===== src/rtl/step_dec_pkg.sv =====
package step_dec_pkg;
  // Default geometry of the decoder
  localparam int unsigned POS_W_DEF   = 4;
  localparam int unsigned BUSES_DEF   = 3;
  localparam int unsigned SEL_W_DEF   = 2;

  // Route code values; anything at or above the bus count routes nowhere
  typedef enum logic [1:0] {
    ROUTE_BUS0 = 2'd0,
    ROUTE_BUS1 = 2'd1,
    ROUTE_BUS2 = 2'd2,
    ROUTE_OFF  = 2'd3
  } route_code_e;
endpackage


===== src/rtl/step_half_decoder.sv =====
module step_half_decoder #(
  parameter int unsigned IDX_W = 3,
  localparam int unsigned OUTS = 2 ** IDX_W
) (
  input  logic             en,
  input  logic [IDX_W-1:0] idx,
  output logic [OUTS-1:0]  onehot
);
  always_comb begin
    onehot = '0;
    if (en) onehot[idx] = 1'b1;
  end
endmodule


===== src/rtl/step_bus_router.sv =====
module step_bus_router #(
  parameter int unsigned STEPS = 16,
  parameter int unsigned BUSES = 3,
  parameter int unsigned SEL_W = 2
) (
  input  logic [STEPS-1:0]       active,
  input  logic [STEPS*SEL_W-1:0] sel,
  output logic [BUSES-1:0]       bus
);
  for (genvar b = 0; b < BUSES; b++) begin : g_bus
    always_comb begin
      bus[b] = 1'b0;
      for (int i = 0; i < STEPS; i++) begin
        if (active[i] && (sel[i*SEL_W +: SEL_W] == SEL_W'(b))) bus[b] = 1'b1;
      end
    end
  end
endmodule


===== src/rtl/step_gate_decoder.sv =====
module step_gate_decoder
  import step_dec_pkg::*;
#(
  parameter int unsigned POS_W = POS_W_DEF,
  parameter int unsigned BUSES = BUSES_DEF,
  parameter int unsigned SEL_W = SEL_W_DEF,
  localparam int unsigned STEPS = 2 ** POS_W,
  localparam int unsigned HALF  = STEPS / 2,
  localparam int unsigned IDX_W = POS_W - 1
) (
  input  logic                   clk,
  input  logic                   rst,
  input  logic [POS_W-1:0]       pos,
  input  logic                   dual_mode,
  input  logic [STEPS*SEL_W-1:0] bus_sel,
  input  logic                   mask,
  output logic [STEPS-1:0]       step_en,
  output logic [STEPS-1:0]       led,
  output logic [BUSES-1:0]       gate_bus
);
  logic [1:0]       half_en;
  logic [STEPS-1:0] active;
  logic [BUSES-1:0] routed;

  // Lower half on when top bit is clear, upper when set; both in paired mode
  assign half_en[0] = dual_mode | ~pos[POS_W-1];
  assign half_en[1] = dual_mode |  pos[POS_W-1];

  for (genvar h = 0; h < 2; h++) begin : g_half
    step_half_decoder #(.IDX_W(IDX_W)) u_dec (
      .en     (half_en[h]),
      .idx    (pos[IDX_W-1:0]),
      .onehot (active[h*HALF +: HALF])
    );
  end

  step_bus_router #(.STEPS(STEPS), .BUSES(BUSES), .SEL_W(SEL_W)) u_route (
    .active (active),
    .sel    (bus_sel),
    .bus    (routed)
  );

  always_ff @(posedge clk) begin
    if (rst) begin
      step_en  <= '0;
      led      <= '0;
      gate_bus <= '0;
    end else begin
      step_en  <= active;
      led      <= active;
      gate_bus <= mask ? '0 : routed;
    end
  end
endmodule


===== config.mk =====
export PLATFORM = sky130hd
export DESIGN_NAME = step_gate_decoder
export DESIGN_NICKNAME = d
export VERILOG_FILES = /design/src/rtl/step_dec_pkg.sv /design/src/rtl/step_half_decoder.sv /design/src/rtl/step_bus_router.sv /design/src/rtl/step_gate_decoder.sv
export SDC_FILE = /design/constraint.sdc
export NUM_CORES = 1
export LEC_CHECK = 0
export ABC_CLOCK_PERIOD_IN_PS = 3200
export BUFFER_PORTS_ARGS = -buffer_cell sky130_fd_sc_hd__buf_4
export CAP_MARGIN = 20
export CORE_ASPECT_RATIO = 0.9
export CORE_UTILIZATION = 47
export DETAILED_ROUTE_END_ITERATION = 6
export PLACE_DENSITY = 0.83
export REMOVE_ABC_BUFFERS = 1
export SYNTH_ARGS = -nofsm -noshare
export SYNTH_HDL_FRONTEND = slang
export SYNTH_HIERARCHICAL = 1
export SYNTH_SLANG_ARGS = --single-unit
export TNS_END_PERCENT = 5

===== constraint.sdc =====
create_clock -name clk -period 3.2 [get_ports clk]
set_input_delay 0 -clock clk [delete_from_list [all_inputs] [get_ports clk]]
set_output_delay 0 -clock clk [all_outputs]
set_load 0.01 [all_outputs]

==> out/metrics.csv <==
metric;value;unit
ant_nets;0;
die_y;52.0;um
crit_end;gate_bus[1];
first_global_vias;1218;
dieArea;2990;um2
cts_tree;yes;
critPathCaptureType;flop;
synth_ff_type;dfxtp_1;
finalInstanceArea;1800;um2
grtUsageTotal;0.261;
ys_ff_latch;19;
synth_edf_count;0;
die_w;57.5;um
ys_types;26;
min_path_type;in -> reg;
core;2530;um2
final-setup-viol-count;0;
cts_resized;0;
antenna_cells;0;
avgSynthCellArea;9.13;um2
antenna_found_initial;0;
muxShareOfSynthArea;0;
clk_pin_slew;110;ps
fin_crit_sh;0.437;
ys_seq_area_frac;0.291;
core.rowCount;17;
syn_area;1310;um2
grt_overflow;0;
seqCellArea;380;um2
max_freq;715;MHz
multi_input_area;786;um2
critPathRequiredTime;3390;ps
grt_max_degree;20;
max-vdd-ir-drop;0.000159;V
via_per_inst;5.69;
synth_top_area_share;0.291;
synth-simple-area-share;0.565;
synth_xor_area_frac;0;
layout-drive-gt1-share;0.459;
drt_iter0_drc;57;
worstSetupPathType;in -> reg;
avgRoutedWirePerCell;15.7;um
synth_top_family_by_area;simple AND/OR/NAND/NOR gates;
wl_met1;1560;um
maxSlewHeadroom;0.697;
area_growth_syn_to_layout;38.0;%
rsz0062_at_grt;false;
first_pass_iters;6;
async_reset_ff_frac;0;
yosys.area.top_type;dfxtp_1;
yosysWarnings;6;
tns;0;ps
place.detailed.hpwl;2950;um
start_kind;input port;
hold_viol_final;0;
dr_wl_met2;1770;um
cts_buffers;3;
power_density;277;nW/um2
arrival;1580;ps
num_vias;1325;
postCtsSetupRepairBufs;0;
clock-root-buffer;clkbuf_4;
worstMarginPinSlew;454;ps
ios;75;
critical_path.startpoint;dual_mode;
top_layer;met4;
clock_sinks;19;
netlist_instances;143;
port_buffers;74;
wl_met3;270;um
route.detailed.drc;7;
crit_path_max_fanout;8;
p_leak;0.000814;uW
netlist_top_cells_area;dfxtp_1 (29%), nand3b_1 (12%), buf_4 (9.2%), nor3b_1 (8.1%), and4b_2 (4.3%);
synth_compound_area_frac;0.0374;
fin_util;0.711;
gp_congestion;0.994;
fill_cells;198;
synth_common_cells;nand3b_1 (20), dfxtp_1 (19), buf_4 (16);
violations;design-rule violations;
drv_slew;0;
min_path_cells;2;
dpl-instance-area;1760;um2
ctsLongestPathBuffers;2;
status;finished, violations left;
h-tree-depth;1;
yosysMostFrequentCell;nand3b_1;
nets;246;
start_util;0.516;
drt_wl_total;3650;um
drv_cap;0;
synth_adder_area_share;0;
period_minus_slack;1400;ps
grt_pass1_wl;5800;um
worst min path at each step:
stage,start,slack (ps),endpoint
after floorplan,mask,70,gate_bus[0]
after global placement,mask,210,gate_bus[1]
after detailed placement,mask,210,gate_bus[0]
after CTS,rst,20,led[5]
after global routing,rst,30,gate_bus[0]
final,rst,30,led[4]
power breakdown:
group | switching (uW) | internal (uW) | total [uW] | leakage (uW)
combinational | 57.7 | 74.2 | 132 | 0.000644
sequential | 3.28 | 243 | 247 | 0.000154
clock | 72.6 | 48.4 | 121 | 0.0000150
layer usage:
layer	track usage	vias to the layer above
li1	-	646
met1	0.338	618
met2	0.426	55
met3	0.0522	6
met4	0.0976	0
met5	0	-
repair_timing:
action / 4_1_cts / 5_1_grt
hold buffers: 1 / 0
endpoints found under the setup margin: 0 / 0
hold endpoints to repair: 3 / 0
critical path: stages:
cell	delay (ps)
buf_4	110
or2_2	340
and4b_2	290
nand3b_1	80
nand4_1	100
or4_1	500
nor3b_2	160
cells by family after synthesis:
kind of cell           after synthesis
and+or+nand+nor                     97
DFF                                 19
AOI/OAI and AO/OA                    8
buffers and inverters               19
cell usage in the layout, fill, tap and decap left out, types with 3 or more instances in the layout:
| cell type | n |
|---|---|
| buf_4 | 74 |
| nand3b_1 | 20 |
| dfxtp_1 | 19 |
| nor3b_1 | 14 |
| nand2_1 | 12 |
| nor2b_1 | 9 |
| and2b_1 | 7 |
| and4b_2 | 5 |
| nor4_1 | 5 |
| nand4_1 | 5 |
| and4bb_2 | 4 |
| o22ai_1 | 4 |
| nor3b_2 | 3 |
| clkbuf_4 | 3 |
| o21ai_0 | 3 |
final cells by class:
type | instances | area share
sequential | 19 | 0.211
clock buffer | 4 | 0.0146
multi-input combinational | 105 | 0.436
inverter | 2 | 0.00417
timing repair buffer | 75 | 0.314
tap | 28 | 0.0195
registers in the layout, summed over array words and instances (netlist names):
register	flops
gate_bus	3
led	16
through the flow:
stage / hold slack [ps] / cells / power (uW) / worst slack [ps]
2_1_floorplan: 68.8 / 126 / 299 / 1710
3_3_place_gp: 209 / 228 / 379 / 1540
3_5_place_dp: 210 / 228 / 381 / 1500
4_1_cts: 23.2 / 233 / 498 / 1810
5_1_grt: 32.1 / 233 / 524 / 1710
6_report: 34.2 / 233 / 499 / 1800
Note: power is estimated with default switching activity, not from simulation.
